--- src/rtl/wt_dm_cache.sv ---
module wt_dm_cache #(
  parameter bit WRITE_ALLOC = 1'b0,
  parameter int HIT_LAT     = 1,
  parameter int IDX_W       = 3,
  parameter int AW          = 32,
  parameter int DW          = 32,
  parameter int OPQ_W       = 8,
  parameter int LEN_W       = 2
) (
  input  logic             clk,
  input  logic             rst_n,
  input  logic             creq_valid,
  output logic             creq_ready,
  input  logic             creq_wr,
  input  logic [OPQ_W-1:0] creq_opq,
  input  logic [LEN_W-1:0] creq_len,
  input  logic [AW-1:0]    creq_addr,
  input  logic [DW-1:0]    creq_data,
  output logic             cresp_valid,
  input  logic             cresp_ready,
  output logic             cresp_wr,
  output logic [OPQ_W-1:0] cresp_opq,
  output logic [LEN_W-1:0] cresp_len,
  output logic [DW-1:0]    cresp_data,
  output logic             mreq_valid,
  input  logic             mreq_ready,
  output logic             mreq_wr,
  output logic [OPQ_W-1:0] mreq_opq,
  output logic [LEN_W-1:0] mreq_len,
  output logic [AW-1:0]    mreq_addr,
  output logic [DW-1:0]    mreq_data,
  input  logic             mresp_valid,
  output logic             mresp_ready,
  input  logic [DW-1:0]    mresp_data
);
  localparam int NL = 1 << IDX_W;
  localparam int TW = AW - IDX_W - 2;

  logic [NL-1:0] vld_q;
  logic [TW-1:0] tag_q [NL];
  logic [DW-1:0] dat_q [NL];

  logic             wait_q;
  logic             pend_wr;
  logic [OPQ_W-1:0] pend_opq;
  logic [LEN_W-1:0] pend_len;
  logic [IDX_W-1:0] pend_idx;
  logic [TW-1:0]    pend_tag;

  logic             path_free, hs_go, hs_busy;
  logic [OPQ_W-1:0] hs_opq;
  logic [LEN_W-1:0] hs_len;
  logic [DW-1:0]    hs_data;

  wire [IDX_W-1:0] ridx = creq_addr[IDX_W+1:2];
  wire [TW-1:0]    rtag = creq_addr[AW-1:IDX_W+2];
  wire hit      = vld_q[ridx] && (tag_q[ridx] == rtag);
  wire rsp_free = !cresp_valid || cresp_ready;
  wire mq_free  = !mreq_valid || mreq_ready;

  assign creq_ready  = !wait_q && mq_free && path_free;
  assign mresp_ready = wait_q && rsp_free && !hs_busy;

  wire accept     = creq_valid && creq_ready;
  wire acc_hit    = accept && !creq_wr && hit;
  wire acc_mem    = accept && !acc_hit;
  wire acc_wr     = accept && creq_wr;
  wire mresp_fire = mresp_valid && mresp_ready;
  wire fill       = mresp_fire && !pend_wr;

  always_ff @(posedge clk or negedge rst_n) begin
    if (!rst_n)                        vld_q <= '0;
    else if (fill)                     vld_q[pend_idx] <= 1'b1;
    else if (acc_wr && WRITE_ALLOC)    vld_q[ridx] <= 1'b1;
  end

  always_ff @(posedge clk) begin
    if (fill) begin
      tag_q[pend_idx] <= pend_tag;
      dat_q[pend_idx] <= mresp_data;
    end else if (acc_wr && (hit || WRITE_ALLOC)) begin
      tag_q[ridx] <= rtag;
      dat_q[ridx] <= creq_data;
    end
  end

  always_ff @(posedge clk or negedge rst_n) begin
    if (!rst_n)          wait_q <= 1'b0;
    else if (acc_mem)    wait_q <= 1'b1;
    else if (mresp_fire) wait_q <= 1'b0;
  end

  always_ff @(posedge clk) begin
    if (acc_mem) begin
      pend_wr  <= creq_wr;
      pend_opq <= creq_opq;
      pend_len <= creq_len;
      pend_idx <= ridx;
      pend_tag <= rtag;
    end
  end

  always_ff @(posedge clk or negedge rst_n) begin
    if (!rst_n)          mreq_valid <= 1'b0;
    else if (acc_mem)    mreq_valid <= 1'b1;
    else if (mreq_ready) mreq_valid <= 1'b0;
  end

  always_ff @(posedge clk) begin
    if (acc_mem) begin
      mreq_wr   <= creq_wr;
      mreq_opq  <= creq_opq;
      mreq_len  <= creq_len;
      mreq_addr <= creq_addr;
      mreq_data <= creq_wr ? creq_data : '0;
    end
  end

  always_ff @(posedge clk or negedge rst_n) begin
    if (!rst_n)                   cresp_valid <= 1'b0;
    else if (mresp_fire || hs_go) cresp_valid <= 1'b1;
    else if (cresp_ready)         cresp_valid <= 1'b0;
  end

  always_ff @(posedge clk) begin
    if (mresp_fire) begin
      cresp_wr   <= pend_wr;
      cresp_opq  <= pend_opq;
      cresp_len  <= pend_len;
      cresp_data <= pend_wr ? '0 : mresp_data;
    end else if (hs_go) begin
      cresp_wr   <= 1'b0;
      cresp_opq  <= hs_opq;
      cresp_len  <= hs_len;
      cresp_data <= hs_data;
    end
  end

  if (HIT_LAT == 2) begin : g_buf
    logic             pb_vld;
    logic [OPQ_W-1:0] pb_opq;
    logic [LEN_W-1:0] pb_len;
    logic [DW-1:0]    pb_data;

    always_ff @(posedge clk or negedge rst_n) begin
      if (!rst_n)        pb_vld <= 1'b0;
      else if (acc_hit)  pb_vld <= 1'b1;
      else if (rsp_free) pb_vld <= 1'b0;
    end

    always_ff @(posedge clk) begin
      if (acc_hit) begin
        pb_opq  <= creq_opq;
        pb_len  <= creq_len;
        pb_data <= dat_q[ridx];
      end
    end

    assign path_free = !pb_vld || rsp_free;
    assign hs_go     = pb_vld && rsp_free;
    assign hs_busy   = pb_vld;
    assign hs_opq    = pb_opq;
    assign hs_len    = pb_len;
    assign hs_data   = pb_data;

    assert_hit_lat2_R11: assert property (@(posedge clk) disable iff (!rst_n)
      (acc_hit ##1 rsp_free) |=> (cresp_valid && !cresp_wr && cresp_opq == $past(creq_opq, 2)));
  end else begin : g_dir
    assign path_free = rsp_free;
    assign hs_go     = acc_hit;
    assign hs_busy   = 1'b0;
    assign hs_opq    = creq_opq;
    assign hs_len    = creq_len;
    assign hs_data   = dat_q[ridx];

    assert_hit_lat1_R10: assert property (@(posedge clk) disable iff (!rst_n)
      acc_hit |=> (cresp_valid && !cresp_wr && cresp_opq == $past(creq_opq)));
  end

  assert_no_accept_wait_R7: assert property (@(posedge clk) disable iff (!rst_n)
    wait_q |-> !creq_ready);

  assert_hit_no_mem_R2: assert property (@(posedge clk) disable iff (!rst_n)
    acc_hit |=> !mreq_valid);

  assert_write_fwd_R4: assert property (@(posedge clk) disable iff (!rst_n)
    acc_wr |=> (mreq_valid && mreq_wr && mreq_addr == $past(creq_addr) && mreq_data == $past(creq_data)));

  assert_mresp_gate_R9: assert property (@(posedge clk) disable iff (!rst_n)
    (mresp_valid && mresp_ready) |-> (!cresp_valid || cresp_ready));

  assert_rsp_held_R12: assert property (@(posedge clk) disable iff (!rst_n)
    (cresp_valid && !cresp_ready) |=> (cresp_valid && $stable(cresp_opq) && $stable(cresp_data)));

  if (!WRITE_ALLOC) begin : g_na
    assert_no_alloc_R5: assert property (@(posedge clk) disable iff (!rst_n)
      (acc_wr && !hit) |=> (vld_q == $past(vld_q)));
  end
endmodule

--- config.mk ---
export PLATFORM = sky130hd
export DESIGN_NAME = wt_dm_cache
export DESIGN_NICKNAME = d
export VERILOG_FILES = /design/src/rtl/wt_dm_cache.sv
export SDC_FILE = /design/constraint.sdc
export NUM_CORES = 1
export LEC_CHECK = 0
export CAP_MARGIN = 25
export CORE_MARGIN = 10
export CORE_UTILIZATION = 45
export CTS_BUF_LIST = sky130_fd_sc_hd__clkbuf_8
export DETAILED_ROUTE_END_ITERATION = 12
export DONT_BUFFER_PORTS = 1
export HOLD_SLACK_MARGIN = 0.05
export PLACE_DENSITY = 0.69
export SKIP_LAST_GASP = 1
export SYNTH_ARGS = -nofsm -noshare
export SYNTH_HDL_FRONTEND = slang
export SYNTH_SLANG_ARGS = --single-unit
export TNS_END_PERCENT = 5
--- constraint.sdc ---
create_clock -name clk -period 6.55 [get_ports clk]
set_clock_uncertainty 0.15 [all_clocks]
set_input_delay 1.31 -clock clk [delete_from_list [all_inputs] [get_ports clk]]
set_output_delay 1.31 -clock clk [all_outputs]
set_load 0.02 [all_outputs]
; Word-level counts from Yosys, hierarchy flattened
; Memories as Yosys holds them, arrays and structs flattened.
; Index checks and enable logic that the tools add are counted.
[word_totals]
ramBits = 472
memories = 2
wordCells = 80
reg_bits = 159
output_inout_bits = 122
in_bits = 113
[mem_list]
columns = name, words, width, rd, rd_ports_with_merged_regs, wr, line_no
row1 = dat_q, 8, 32, 1, 0, 1, 41  ; logic [DW-1:0] dat_q [NL];
row2 = tag_q, 8, 27, 1, 0, 1, 40  ; logic [TW-1:0] tag_q [NL];
[op_classes]
bitwise_logic = 1
n_eq_ne = 1
n_mux = 30
n_reduce_logical = 28
n_lt_le_gt_ge = 3
[ops]
columns = cell, n
row1 = 2-to-1 mux 32 bit, 4
row2 = OR reduction 32 bit, 1
row3 = equality test 27 bit, 1
row4 = 2-to-1 mux 27 bit, 1
row5 = OR reduction 27 bit, 1
row6 = 2-to-1 mux 1 bit, 17
row7 = 2-to-1 mux 8 bit, 2
row8 = logical AND 1 bit, 13
row9 = "< comparator 3 x 4 -> 1 bit, second input constant", 2
row10 = bitwise OR 8 bit, 1
row11 = nonzero test 2 bit, 4
row12 = logical NOT 1 bit, 6
row13 = 2-to-1 mux 3 bit, 2
row14 = 2-to-1 mux 2 bit, 2
row15 = binary-select mux 1 bit (select 3 bit), 1
row16 = demux 1 bit (select 3 bit), 1
row17 = ">= comparator 3 x 1 -> 1 bit, second input constant", 1
row18 = logical OR 1 bit, 3

; Longest topological paths before layout
[logic_depth]
depth_word = 12
mapped_depth = 13
mapped_depth_nobuf = 7

; Least setup slack after synthesis
; OpenSTA, ideal clock, no wires.
[synth_path]
kind = input to register
startpoint = in creq_addr[2]
endpoint = reg mreq_addr[0], enable pin
cell_stages = 11
path_slack_ns = -0.242
setup_time_ns = 0.508
n_path_buf = 4
arrival_time_ns = 6.133
required_ns = 5.892
cell_sequence = buf_2 buf_4 buf_4 buf_1 mux2i_1 a22oi_1 and3_1 o22a_1 nand4_1 nor4_1 nor2_1
[synth_between]
elab_chain_cells = 6
word_cells_on_any_way = 8
classes_between = eq/ne: 1 / mux: 2 / reduce/logical: 4 / memory: 1
[synth_rtl]
columns = item, line_no
row1 = "start, declared", 17  ; input logic [AW-1:0] creq_addr,
row2 = memory (8 x 27 bit) / binary-select mux 1 bit (select 3 bit) (equally long branches), -
row3 = equality test 27 bit / 2-to-1 mux 1 bit (equally long branches), 57  ; wire hit = vld_q[ridx] && (tag_q[ridx] == rtag);
row4 = logical AND 1 bit (*), 57
row5 = logical AND 1 bit (*), 65  ; wire acc_hit = accept && !creq_wr && hit;
row6 = logical NOT 1 bit (*), 66  ; wire acc_mem = accept && !acc_hit;
row7 = logical AND 1 bit (*), 66
row8 = via acc_mem, 66
row9 = "end signal, assigned", 114  ; mreq_addr <= creq_addr;
row10 = "end, declared", 30  ; output logic [AW-1:0] mreq_addr,
; The timed path passes the listed nets; every way through them passes the cells marked *. The select of a mux whose other input is x is not followed.
; A chain may end at the register's enable or synchronous reset.

; Final worst setup path
[layout_path]
startpoint = in creq_addr[2]
endpoint = mem tag_q[6][25] (netlist bit), enable pin
[layout_between]
elab_chain_cells = 9
word_cells_on_any_way = 12
classes_between = eq/ne: 1 / mux: 7 / reduce/logical: 3 / memory: 1
[layout_rtl]
columns = item, line_no
row1 = memory (8 x 27 bit) / binary-select mux 1 bit (select 3 bit) (equally long branches), -
row2 = equality test 27 bit / 2-to-1 mux 1 bit (equally long branches), 57
row3 = logical AND 1 bit, 57
row4 = logical AND 1 bit, 81  ; end else if (acc_wr && (hit || WRITE_ALLOC)) begin
row5 = 2-to-1 mux 1 bit, 81
row6 = 2-to-1 mux 1 bit, 78  ; if (fill) begin
row7 = 2-to-1 mux 1 bit (implied by the code), 82  ; tag_q[ridx] <= rtag;
row8 = OR reduction 27 bit (no source line), -
row9 = 2-to-1 mux 3 bit (no source line) / 2-to-1 mux 1 bit (equally long branches), -
row10 = "end, declared", 40
; Parallel ways exist; a longest one is shown, timed or not. The select of a mux whose other input is x is not followed.

==> out/results.tsv <==
metric	value	unit
status	complete, no violations	
hold buffer count at CTS	0	
metal2 WL	25800	um
Clk Latency, worst-skew pair	0.70	ns
vias in the first global route	12200	
Largest stage delay, worst path	0.74	ns
#FFs+latches synth	601	
Hold Violations, Final	0	
total CTS buffers	94	
GRT Overall Usage	17.0	%
post-synth cell types	49	
CP arrival	5.47	ns
# rows	84	
initial antenna violation count	0	
global-route wire length before repair	80500	um
Crit path buffers/inverters	2	
Startpoint Class	primary input	
CTS tree	yes	
via count	11600	
endpoint class of the critical path	flop	
Worst Max-Slew Pin Slew	0.912	ns
post-layout util	50.5	%
Core Area	52400	sq um
Final nets	1389	
CTS resizes	0	
required time worst endpoint	6.70	ns
unrepaired setup endpoints after global routing	no	
f_max	188	MHz
Seq/Total Area, Yosys	75.5	%
Setup Viol. Count Final	0	
final worst slack	1.23	ns
slowest stage cell, crit path	mux4_2	
synthesized area per cell	19.6	sq um
Pwr Density	323	nW/um^2
fin crit share	81.2	%
largest net degree at the start of global routing	168	
Place WS	0.940	ns
WL final	53900	um
critical-path cell list	mux4_2 > mux2i_1 > xor2_1 > nand4_1 > or4_1 > nor4_4 > buf_4 > a21bo_4 > buf_4	
Top-Level Pins	235	
DRC violations left	0	
commonest non-fill, non-tap cell in the layout	edfxtp_1	
Post-CTS Setup Repair Bufs	0	
fin crit period	5.32	ns
TritonRoute pass-1 iters	7	
RePlAce Congestion	0.802	
die height	250	um
initial DRC count	1022	
Slew Limit Fails	0	
CP delay by family, top	simple AND/OR/NAND/NOR gates	
Worst IR Drop VDD	0.000184	V
Netlist Area Pre-Place	23800	sq um
Post-DRT Antenna Nets	0	
P_leak	8.83	nW
Wirelength per Cell	26.4	um
top_reg_cell synth	edfxtp_1	
PortBufs	0	
Max FO, Critical Path	167	
Post-synth ARST share	1.83	%
post-synth net total	1326	
Rel. slew slack	39.2	%
placed wire-length estimate	32900	um
critical path class	in -> reg	
highest routed layer	met4	
CTS sink count	601	
Clk Tree Root Cell	clkbuf_8	
overflow left after global routing	0	
worst hold path class	in -> async	
H-tree depth	3	
Max Cap Viol	0	
met1 wire length	22000	um
buffer depth of the longest clock path	3	
Die Wd	250	um
share of post-route cells with drive strength above 1	21.0	%
routed length on met3	5080	um
die area	62500	sq um
vias per cell	5.71	
number of synthesized flops with an enable pin	590	
Ys Warns	0	
Area growth, synth to finish	11.3	%
Synth Instances	1213	
most frequent cells in the layout	590 x edfxtp_1, 116 x mux2i_1, 95 x clkbuf_8, 82 x mux4_2, 46 x nand2_1	
Top cell by count, worst path	buf_4	
clock transition at the registers of the reported paths	0.06	ns
fill count	4116	
Setup TNS	0	ns
Initial Util	45.4	%
[layer usage]
metal  up-vias  track usage (%)
met5         -                0
met4         0             5.42
met3        75             5.22
met2       537             26.8
met1      5967             22.2
li1       5051                -
[final cells by class]
cell class | count | area, sq um | area share, %
Multi-Input combinational cell | 542 | 5540 | 20.9
Inverter | 6 | 22.5 | 0.0850
Timing Repair Buffer | 31 | 320 | 1.21
Antenna cell | 1 | 2.50 | 0.00944
Clock buffer | 95 | 1310 | 4.93
Tap cell | 688 | 861 | 3.25
Sequential cell | 601 | 18000 | 67.9
Clock inverter | 72 | 452 | 1.70
[cells in the mapped netlist, drive strengths merged, types with 7 or more instances]
master | number | area (sq um)
edfxtp | 590 | 17700
mux2i | 116 | 1160
mux4 | 82 | 1850
mux2 | 60 | 676
nand2 | 46 | 173
o21ai | 36 | 180
and2 | 35 | 219
buf | 33 | 215
nand3b | 33 | 248
a22oi | 31 | 233
clkbuf | 31 | 116
and3 | 11 | 68.8
dfrtp | 11 | 275
a21oi | 9 | 45.0
nand2b | 8 | 50.1
nor2b | 7 | 43.8
[where the power goes]
| group | switching (W) | total [W] | leakage (nW) | internal (W) |
|---|---|---|---|---|
| clock | 0.00145 | 0.00300 | 1.00 | 0.00155 |
| sequential | 0.000288 | 0.00489 | 5.49 | 0.00460 |
| combinational | 0.000436 | 0.000679 | 2.34 | 0.000243 |
| total | 0.00217 | 0.00856 | 8.83 | 0.00639 |
[sequential cells by signal, summed over array words and instances, names as in the netlist]
register     flops
cresp_data      32
cresp_len        2
cresp_opq        8
cresp_valid      1
cresp_wr         1
dat_q          256
mreq_addr        3
mreq_data       32
mreq_len         2
mreq_opq         8
mreq_valid       1
mreq_wr          1
pend_idx         2
pend_tag        27
tag_q          216
vld_q            8
wait_q           1
[metrics by stage]
step | std cells | hold slack, ns | area [sq um] | total power, W
floorplan | 1213 | 0.279 | 23800 | 0.00541
global placement | 1867 | 0.295 | 24700 | 0.00563
detailed placement | 1867 | 0.301 | 24700 | 0.00565
CTS | 2034 | 0.0982 | 26500 | 0.00865
global route | 2035 | 0.119 | 26500 | 0.00890
finish | 2036 | 0.159 | 26500 | 0.00856
[kinds of logic after synthesis]
| family | count (synthesis) | share of synthesized area (%) |
|---|---|---|
| compound gates | 109 | 3.14 |
| flops | 601 | 75.5 |
| xor+xnor | 7 | 0.257 |
| simple gates | 168 | 4.12 |
| mux | 258 | 15.5 |
| buf+inv | 70 | 1.49 |
[path summary, 6_finish.rpt]
check,slack (ns),cells past startpoint,end,from
max in group asynchronous,5.98,0,cresp_valid,rst_n
min in group clk,0.32,1,vld_q[1],vld_q[1]
max reg2reg,2.08,9,tag_q[6][25],tag_q[7][18]
min,0.16,0,vld_q[5],rst_n
min reg2reg,0.32,1,vld_q[1],vld_q[1]
max,1.23,9,tag_q[6][25],creq_addr[2]
(Power assumes the default switching activity.)
